<file path="src/rtl/txw_pkg.sv">
package txw_pkg;

    typedef enum logic [2:0] {
        ST_IDLE,
        ST_RD_HEAD,
        ST_RD_BUF,
        ST_FETCH,
        ST_SEND,
        ST_WRBACK
    } txw_state_e;

    // flag positions inside the 16-bit flag half of descriptor word 0
    localparam int FLAG_READY = 15;
    localparam int FLAG_WRAP  = 13;
    localparam int FLAG_LAST  = 11;

    localparam int DESC_BYTES = 8;
    localparam int HALF_W     = 16;
    localparam int WORD_W     = 32;

endpackage

</file>
<file path="src/rtl/txw_len_clamp.sv">
module txw_len_clamp #(
    parameter int MAX_FRAME = 2048,
    parameter int LEN_W     = 16,
    parameter int FL_W      = 12
) (
    input  logic [FL_W-1:0]  acc,
    input  logic [LEN_W-1:0] req_len,
    output logic [LEN_W-1:0] eff_len,
    output logic             over
);
    logic [31:0] room;

    always_comb begin
        room    = 32'(MAX_FRAME) - 32'(acc);
        over    = 32'(req_len) > room;
        eff_len = over ? LEN_W'(room) : req_len;
    end
endmodule

</file>
<file path="src/rtl/txw_byte_unpack.sv">
module txw_byte_unpack #(
    parameter int WORD_W = 32,
    localparam int LANES = WORD_W / 8,
    localparam int SEL_W = $clog2(LANES)
) (
    input  logic              clk,
    input  logic              rst_n,
    input  logic              load,
    input  logic [WORD_W-1:0] word_in,
    input  logic [SEL_W-1:0]  sel,
    output logic [7:0]        byte_out
);
    logic [WORD_W-1:0] word_q;
    logic [7:0]        lanes [LANES];

    always_ff @(posedge clk or negedge rst_n) begin
        if (!rst_n) begin
            word_q <= '0;
        end else if (load) begin
            word_q <= word_in;
        end
    end

    for (genvar g = 0; g < LANES; g++) begin : g_lane
        assign lanes[g] = word_q[8*g +: 8];
    end

    assign byte_out = lanes[sel];
endmodule

</file>
<file path="src/rtl/txd_ring_walker.sv">
module txd_ring_walker
    import txw_pkg::*;
#(
    parameter int ADDR_W    = 32,
    parameter int MAX_FRAME = 2048
) (
    input  logic              clk,
    input  logic              rst_n,
    input  logic              ctrl_en,
    input  logic              doorbell,
    input  logic              base_we,
    input  logic [ADDR_W-1:0] base_wdata,
    output logic              busy,
    output logic [ADDR_W-1:0] cur_ptr,
    output logic              mem_req,
    output logic              mem_we,
    output logic [ADDR_W-1:0] mem_addr,
    output logic [31:0]       mem_wdata,
    input  logic              mem_ack,
    input  logic [31:0]       mem_rdata,
    output logic              tx_valid,
    output logic [7:0]        tx_data,
    output logic              tx_last,
    input  logic              tx_ready,
    output logic              evt_buf,
    output logic              evt_frame,
    output logic              evt_babble
);
    localparam int FL_W  = $clog2(MAX_FRAME + 1);
    localparam int SEL_W = $clog2(WORD_W / 8);

    txw_state_e state_q, state_d;

    logic [ADDR_W-1:0] ptr_q, base_q, baddr_q;
    logic [HALF_W-1:0] flags_q, len_q, left_q;
    logic [FL_W-1:0]   acc_q;
    logic              babble_q, pend_q;

    logic [HALF_W-1:0] eff_len;
    logic              over;
    logic              start;
    logic              wb_done;
    logic [HALF_W-1:0] wb_flags;

    txw_len_clamp #(
        .MAX_FRAME (MAX_FRAME),
        .LEN_W     (HALF_W),
        .FL_W      (FL_W)
    ) u_clamp (
        .acc     (acc_q),
        .req_len (len_q),
        .eff_len (eff_len),
        .over    (over)
    );

    txw_byte_unpack #(
        .WORD_W (WORD_W)
    ) u_unpack (
        .clk      (clk),
        .rst_n    (rst_n),
        .load     (state_q == ST_FETCH && mem_ack),
        .word_in  (mem_rdata),
        .sel      (baddr_q[SEL_W-1:0]),
        .byte_out (tx_data)
    );

    assign start   = (doorbell && ctrl_en) || pend_q;
    assign wb_done = (state_q == ST_WRBACK) && mem_ack;

    // next-state logic
    always_comb begin
        state_d = state_q;
        unique case (state_q)
            ST_IDLE:    if (start) state_d = ST_RD_HEAD;
            ST_RD_HEAD: if (mem_ack) begin
                            state_d = mem_rdata[HALF_W + FLAG_READY] ? ST_RD_BUF : ST_IDLE;
                        end
            ST_RD_BUF:  if (mem_ack) begin
                            state_d = (eff_len == '0) ? ST_WRBACK : ST_FETCH;
                        end
            ST_FETCH:   if (mem_ack) state_d = ST_SEND;
            ST_SEND:    if (tx_ready) begin
                            if (left_q == HALF_W'(1))
                                state_d = ST_WRBACK;
                            else if (&baddr_q[SEL_W-1:0])
                                state_d = ST_FETCH;
                        end
            ST_WRBACK:  if (mem_ack) state_d = ST_RD_HEAD;
            default:    state_d = ST_IDLE;
        endcase
    end

    // state register
    always_ff @(posedge clk or negedge rst_n) begin
        if (!rst_n) state_q <= ST_IDLE;
        else        state_q <= state_d;
    end

    // walk datapath
    always_ff @(posedge clk or negedge rst_n) begin
        if (!rst_n) begin
            ptr_q    <= '0;
            base_q   <= '0;
            baddr_q  <= '0;
            flags_q  <= '0;
            len_q    <= '0;
            left_q   <= '0;
            acc_q    <= '0;
            babble_q <= 1'b0;
            pend_q   <= 1'b0;
        end else begin
            pend_q <= (state_q != ST_IDLE) && (pend_q || (doorbell && ctrl_en));

            if (state_q == ST_RD_HEAD && mem_ack) begin
                flags_q <= mem_rdata[WORD_W-1:HALF_W];
                len_q   <= mem_rdata[HALF_W-1:0];
            end

            if (state_q == ST_RD_BUF && mem_ack) begin
                baddr_q  <= mem_rdata[ADDR_W-1:0];
                left_q   <= eff_len;
                babble_q <= over;
                acc_q    <= acc_q + FL_W'(eff_len);
            end

            if (state_q == ST_SEND && tx_ready) begin
                baddr_q <= baddr_q + ADDR_W'(1);
                left_q  <= left_q - HALF_W'(1);
            end

            if (wb_done && flags_q[FLAG_LAST]) begin
                acc_q <= '0;
            end

            if (base_we) begin
                base_q <= base_wdata & ~ADDR_W'(3);
                ptr_q  <= base_wdata & ~ADDR_W'(3);
            end else if (wb_done) begin
                ptr_q <= flags_q[FLAG_WRAP] ? base_q : ptr_q + ADDR_W'(DESC_BYTES);
            end
        end
    end

    // outputs
    always_comb begin
        wb_flags             = flags_q;
        wb_flags[FLAG_READY] = 1'b0;

        mem_req   = 1'b0;
        mem_we    = 1'b0;
        mem_addr  = '0;
        mem_wdata = '0;
        unique case (state_q)
            ST_RD_HEAD: begin
                mem_req  = 1'b1;
                mem_addr = ptr_q;
            end
            ST_RD_BUF: begin
                mem_req  = 1'b1;
                mem_addr = ptr_q + ADDR_W'(4);
            end
            ST_FETCH: begin
                mem_req  = 1'b1;
                mem_addr = {baddr_q[ADDR_W-1:SEL_W], SEL_W'(0)};
            end
            ST_WRBACK: begin
                mem_req   = 1'b1;
                mem_we    = 1'b1;
                mem_addr  = ptr_q;
                mem_wdata = {wb_flags, len_q};
            end
            default: ;
        endcase

        tx_valid   = (state_q == ST_SEND);
        tx_last    = tx_valid && flags_q[FLAG_LAST] && (left_q == HALF_W'(1));
        evt_buf    = wb_done;
        evt_frame  = wb_done && flags_q[FLAG_LAST];
        evt_babble = wb_done && babble_q;
        busy       = (state_q != ST_IDLE);
        cur_ptr    = ptr_q;
    end
endmodule

</file>
<file path="config.mk">
export PLATFORM = sky130hd
export DESIGN_NAME = txd_ring_walker
export DESIGN_NICKNAME = d
export VERILOG_FILES = /design/src/rtl/txw_pkg.sv /design/src/rtl/txw_len_clamp.sv /design/src/rtl/txw_byte_unpack.sv /design/src/rtl/txd_ring_walker.sv
export SDC_FILE = /design/constraint.sdc
export NUM_CORES = 1
export LEC_CHECK = 0
export CAP_MARGIN = 40
export CORE_MARGIN = 4
export CORE_UTILIZATION = 50
export CTS_CLUSTER_DIAMETER = 50
export DETAILED_ROUTE_END_ITERATION = 10
export GPL_TIMING_DRIVEN = 0
export HOLD_SLACK_MARGIN = 0.15
export PLACE_DENSITY = 0.78
export REMOVE_ABC_BUFFERS = 1
export SLEW_MARGIN = 5
export SYNTH_ARGS = -nofsm -noshare
export SYNTH_HDL_FRONTEND = slang
export SYNTH_SLANG_ARGS = --single-unit
</file>
<file path="constraint.sdc">
create_clock -name clk -period 5.05 [get_ports clk]
set_clock_uncertainty 0.05 [all_clocks]
set_input_delay 0.7575 -clock clk [delete_from_list [all_inputs] [get_ports clk]]
set_output_delay 0.7575 -clock clk [all_outputs]
set_load 0.01 [all_outputs]
</file>
==> flow_metrics.tcl, run 1 <==
set metrics [dict create \
    status "finished, final reports clean" \
    pin_count 183 \
    leakagePower_nw 6.07 \
    routed_via_density 6.19 \
    r2r-start "acc_q[2]$_DFFE_PN0P_" \
    htree_levels 4 \
    grt-ovfl-total 0 \
    crit_fanout 6 \
    crit_path_start_kind "register" \
    synth_edf_count 0 \
    slew_headroom_pct 36.8 \
    vdd_drop_max_uv 292 \
    gp_congestion 0.913 \
    n_antenna_cell 0 \
    syn_area_um2 11600 \
    wirelength_mm 36.7 \
    cts_buffers 17 \
    hpwl_mm 25.6 \
    drc 0 \
    track_usage_pct 27.6 \
    grt_pass1_vias 10800 \
    nNetsFinal 1600 \
    whs_ns 0.247 \
    ys_warn_count 0 \
    reg2reg_setup_slack_ns 0.007 \
    netlist_instances 1332 \
    num_rows 55 \
    wire_per_inst_um 20.1 \
    rsz0062_at_grt "true" \
    slew_violations 0 \
    max_freq_mhz 198 \
    synth_flop_cell "dfrtp_1" \
    clk_latency_ns 0.44 \
    synth_largest_area_cell "dfrtp_1" \
    vias 11300 \
    grt_max_degree 113 \
    finish.instance_area_um2 14900 \
    final.min_clock_period_ns 5.04 \
    worstPathRequired_ns 5.35 \
    crit-reg2reg-capture "acc_q[11]$_DFFE_PN0P_" \
    synthArstFlopShare_pct 100 \
    final_core_util_pct 65.6 \
    ant_nets 0 \
    avgSynthCellArea_um2 8.73 \
    r2r_cells 22 \
    drive_gt1_share_pct 15.2 \
    path_clk_slew_ns 0.07 \
    antenna_found_initial 1 \
    die_w_um 161 \
    fill_cells 1800 \
    finalSetupViolations 0 \
    clockBufferDepth 2 \
    synth_cell_type_count 73 \
    ys_seq_area_share_pct 40.5 \
    min_path_type "input port to async pin" \
    port_buffers 175 \
    synth.top_cells.by_area "dfrtp_1 40%, mux2_2 6.3%, o21ai_0 5.8%" \
    yosysTopAreaCellShare_pct 40.5 \
    cts_tree "done" \
    yosys_register_bits 188 \
    yosys-top-cells-count "188 x dfrtp_1, 166 x nand2_1, 135 x o21ai_0" \
    hold_viol 0 \
    tightest_slew_ns 0.945 \
    final.setup.tns_ns 0 \
    grt_pass1_wl_mm 58.0 \
    start_util_pct 51.1 \
    clock_sinks 188 \
    core_area_um2 22800 \
    p_per_area_nw_per_um2 626 \
    root_buffer "clkbuf_16" \
    crit_type "register to register" \
    placed_area_um2 13700 \
    cap_violations 0 \
    dr.pass1.iters 5 \
    area_delta_synth_final_pct 28.5 \
    cp_data_arrival_time_ns 5.35 \
    finalCritPeriodShare_pct 99.9 \
    dieArea_um2 25800 \
    die_height_um 161 \
    cp-end-kind "register" \
    synth.most_common_cell "dfrtp_1" \
    dr.first_iter.drc_count 913 \
]
[what timing repair did]
item,in CTS,in global routing
hold buffers,0,0
pin swaps,16,13
setup endpoints to repair,11,7
gates resized for setup,38,30
buffers inserted,18,12
cloned,1,0
[layout by cell type, fill, tap and decap left out, types with 18 or more instances in the layout]
| cell type | count |
|---|---|
| dfrtp_1 | 179 |
| nand4_1 | 20 |
| clkdlybuf4s50_1 | 173 |
| and2_1 | 33 |
| nand2_1 | 164 |
| nor3_1 | 34 |
| mux2_2 | 65 |
| o211ai_1 | 18 |
| a21oi_1 | 88 |
| inv_1 | 57 |
| nor2_1 | 85 |
| nand3_1 | 40 |
| o21ai_0 | 130 |
| ha_1 | 22 |
| xnor2_1 | 18 |
| buf_4 | 36 |
| and3_1 | 20 |
[layer usage]
| metal | vias up | global-route usage, % | part of all wire, % |
|---|---|---|---|
| met5 | - | 0 | 0.035 |
| met4 | 2 | 9.23 | 3.3 |
| met3 | 100 | 6.49 | 8.5 |
| met2 | 525 | 44.3 | 47 |
| met1 | 5497 | 37.1 | 41 |
| li1 | 5139 | - | - |
[power breakdown]
| part | switching, mW | internal, mW |
|---|---|---|
| clock | 0.616 | 0.797 |
| sequential | 0.718 | 2.05 |
| combinational | 2.60 | 2.58 |
| total | 3.94 | 5.42 |
[state kept, by name (all words and copies together) (netlist names)]
| register | cells |
|---|---|
| baddr_q | 32 |
| u_unpack.word_q | 32 |
| base_q | 30 |
| cur_ptr | 30 |
| left_q | 16 |
| len_q | 16 |
| flags_q | 15 |
| acc_q | 12 |
| state_q | 3 |
| babble_q | 1 |
| pend_q | 1 |
[area by class of cell]
class,instances,area (um2),share of cell area [%]
Timing Repair Buffer,223,2260,15.1
Sequential cell,188,4720,31.6
Clock buffer,19,443,2.96
Multi-Input combinational cell,1001,6720,45.0
Clock inverter,12,163,1.09
Tap cell,313,392,2.62
Inverter,65,250,1.67
[how the worst max path moves through the flow]
stage               slack, ns  cells past startpoint            startpoint                     to
CTS                     -0.08                     23  acc_q[6]$_DFFE_PN0P_  acc_q[11]$_DFFE_PN0P_
global placement        -4.81                      1                 rst_n  base_q[8]$_DFFE_PN0P_
finish                  0.007                     22  acc_q[2]$_DFFE_PN0P_  acc_q[11]$_DFFE_PN0P_
detailed placement      -0.93                     24  acc_q[2]$_DFFE_PN0P_  acc_q[11]$_DFFE_PN0P_
global route            -0.15                     21  acc_q[2]$_DFFE_PN0P_  acc_q[11]$_DFFE_PN0P_
floorplan               -0.16                     21  acc_q[8]$_DFFE_PN0P_  acc_q[11]$_DFFE_PN0P_
[stage by stage]
step	total power, mW	instances	worst slack, ns
floorplan	5.38	1253	-0.163
global placement	6.79	1741	-4.81
detailed placement	7.03	1759	-0.927
CTS	8.91	1809	-0.0788
global route	9.94	1821	-0.149
finish	9.36	1821	0.00687
[worst max-delay path: stages, from the launching register on]
cell and delay, ns:
dfrtp_2 0.46, or3_4 0.41, or2_4 0.26, or3_4 0.37, xnor2_4 0.17, ha_4 0.17
a211o_1 0.24, nand3_1 0.10, a31oi_1 0.05, a311o_2 0.43, nand2_8 0.10, buf_4 0.12
buf_4 0.10, mux2_4 0.31, ha_1 0.30, inv_2 0.08, o21bai_2 0.08, o311a_4 0.34
o41ai_4 0.27, o21ai_2 0.11, a21oi_1 0.11, nand3b_1 0.13, mux2i_1 0.20
[cells by family (layout without fill, tap and decap cells)]
kind of cell / after synthesis / after routing / share of synthesized area, %
flops: 188 / 188 / 40.5
other cells: 1 / 5 / 0.0322
simple gates: 472 / 473 / 19.5
compound gates: 372 / 372 / 19.8
mux: 86 / 86 / 9.14
xor+xnor: 32 / 32 / 2.47
buf+inv: 148 / 319 / 5.03
fa+ha+maj: 33 / 33 / 3.61
Note: power is estimated with default switching activity, not from simulation.
==> run 2: changes to the inputs <==
CELL_PAD_IN_SITES_DETAIL_PLACEMENT = 1   (was not set)
CELL_PAD_IN_SITES_GLOBAL_PLACEMENT = 2   (was not set)
CORE_UTILIZATION = 30   (was 50)
CTS_BUF_LIST = sky130_fd_sc_hd__clkbuf_16   (was not set)
PLACE_DENSITY = not set   (was 0.78)
PLACE_DENSITY_LB_ADDON = 0.1   (was not set)
==> run 2 against run 1 <==
The flow now finishes with violations (negative setup slack). Core utilization down 25 points. Setup slack worse by 0.12 ns. Largest cell class unchanged. Cell count up 11%. Highest routed layer is now met4. Combinational power up 2%. Total power up 2.5%. Largest power group unchanged. Via count down 3.2%. Fmax down 2.3%. First-iteration DRC count down 35%. Critical path depth down 1. Sequential share of layout area down 0.71 points. Global-route usage down 6.8 points. Sequential power up 1%.
==> flow_metrics.tcl, run 2 (same netlist as run 1, synthesis figures left out) <==
set metrics [dict create \
    slew_violations 0 \
    drc 0 \
    vdd_drop_max_uv 279 \
    p_per_area_nw_per_um2 628 \
    grt_pass1_wl_mm 68.3 \
    fill_cells 4408 \
    finish.instance_area_um2 15300 \
    cts_buffers 17 \
    p_comb_share_pct 54.9 \
    cap_violations 0 \
    crit_path_start_kind "register" \
    dr.first_iter.drc_count 594 \
    dpl_worst_slack_ns -1.02 \
    path_clk_slew_ns 0.08 \
    final.min_clock_period_ns 5.16 \
    clk_latency_ns 0.46 \
    area_delta_synth_final_pct 31.3 \
    total_power_mw 9.59 \
    seq_power_share_pct 29.3 \
    wire_per_inst_um 21.8 \
    postCtsHoldBufs 0 \
    leakagePower_nw 6.18 \
    crit_type "register to register" \
    rsz0062_at_grt "true" \
    grt_max_degree 97 \
    gp_congestion 0.808 \
    pin_count 183 \
    hpwl_mm 32.2 \
    wirelength_mm 44.2 \
    crit_fanout 7 \
    min_path_type "input port to async pin" \
    num_rows 71 \
    worstPathRequired_ns 5.38 \
    switching_share_pct 43.2 \
    die_w_um 205 \
    track_usage_pct 20.9 \
    routed_via_density 5.37 \
    placed_area_um2 14100 \
    core_area_um2 37900 \
    final_common_cell "dfrtp_1" \
    cp-end-kind "register" \
    dr.pass1.iters 5 \
    vias 10900 \
    grt-ovfl-total 0 \
    cts_tree "done" \
    finalSetupViolations 2 \
    path_cells "or3_4 > or2_4 > or3_4 > xnor2_4 > ha_2 > a211o_1 > nand3_1 > a31oi_1 > a311o_2 > nand2_8 > buf_4 > mux2_4 > ha_4 > a21oi_2 > o21bai_2 > o311a_1 > o41ai_4 > o21ai_2 > a21oi_1 > nand3b_1 > mux2i_1" \
    finalCritPeriodShare_pct 102 \
    dieArea_um2 42000 \
    grt_pass1_vias 11200 \
    clock_sinks 188 \
    p_switching_mw 4.14 \
    n_antenna_cell 0 \
    tightest_slew_ns 0.880 \
    status "finished with violations" \
    ant_nets 0 \
    die_height_um 205 \
    violations "negative setup slack" \
    nNetsFinal 1610 \
    slew_headroom_pct 41.1 \
    drive_gt1_share_pct 15.8 \
    cp_common_cell "or3_4" \
    intPower_mw 5.45 \
    top_regs "baddr_q x32, u_unpack.word_q x32" \
    max_freq_mhz 194 \
    cp_data_arrival_time_ns 5.50 \
    start_util_pct 30.7 \
    hold_viol 0 \
    antenna_found_initial 2 \
    port_buffers 175 \
    cp_slowest_cell "dfrtp_2" \
    setup_ws_ns -0.112 \
    root_buffer "clkbuf_16" \
    htree_levels 4 \
    layout_common_cells "183 x dfrtp_1, 173 x clkdlybuf4s50_1, 161 x nand2_1" \
    clockBufferDepth 2 \
    clockPowerShare_pct 15.8 \
    critPathMaxStageDelay_ns 0.44 \
]
-- run 2: layer usage --
| metal | share of wire [%] | track usage (%) | routed length, um |
|---|---|---|---|
| met1 | 49 | 30.1 | 21500 |
| met2 | 47 | 33.7 | 20600 |
| met3 | 3.8 | 3.29 | 1660 |
| met4 | 0.93 | 3.64 | 410 |
| met5 | 0 | 0 | 0 |
-- run 2: repair_timing --
item | 4_1_cts | 5_1_grt
buffers inserted | 20 | 16
resized for setup | 28 | 35
pin swaps | 7 | 16
endpoints found under the setup margin | 10 | 11
gates cloned | 1 | 0
-- run 2: power by group through the flow --
stage	Combinational [mW]	Sequential, mW	Clock, mW
2_1_floorplan	2.81	2.57	0
3_3_place_gp	4.19	2.91	0
3_5_place_dp	4.50	2.83	0
4_1_cts	4.89	2.79	1.56
5_1_grt	5.81	2.89	1.61
6_report	5.27	2.81	1.52
-- run 2: worst paths after layout --
kind,endpoint,depth (start not counted),slack (ns),start
worst max-delay path,acc_q[11]$_DFFE_PN0P_,21,-0.11,acc_q[2]$_DFFE_PN0P_
worst min-delay path,flags_q[2]$_DFFE_PN0P_,1,0.29,rst_n
worst max register to register,acc_q[11]$_DFFE_PN0P_,21,-0.11,acc_q[2]$_DFFE_PN0P_
worst min register to register,babble_q$_DFFE_PN0P_,2,0.44,babble_q$_DFFE_PN0P_
max in group asynchronous,cur_ptr[2]$_DFFE_PN0P_,2,3.63,rst_n
min in group clk,babble_q$_DFFE_PN0P_,2,0.44,babble_q$_DFFE_PN0P_
-- run 2: metrics by stage --
stage               TNS (ns)  hold WS, ns  cells  utilization, %
global route          -0.811        0.320   2030            40.3
finish                -0.151        0.288   2030            40.3
floorplan             -0.326        0.398   1253               -
CTS                   -0.120        0.299   2015            39.5
global placement    -1419.83        0.412   1939            36.1
detailed placement     -3.29        0.424   1962            37.0
-- run 2: cell type report --
cell class	instances	area, um2	area share (%)
clock buffer	17	425	2.79
clock inverter	15	223	1.46
inverter	65	244	1.60
multi-input combinational	1001	6680	43.8
sequential	188	4710	30.9
tap	511	639	4.19
timing repair buffer	233	2340	15.3
-- run 2: worst max-delay path: cells and delay by family, from the launching register on --
kind                     cells  cell delay (ns)
adder cells (fa/ha/maj)      2             0.41
XOR/XNOR                     1             0.15
AND/OR/NAND/NOR              6             1.37
buffers and inverters        1             0.12
flip-flops                   1             0.44
multiplexers                 2             0.51
AO/OA/AOI/OAI                9             2.05
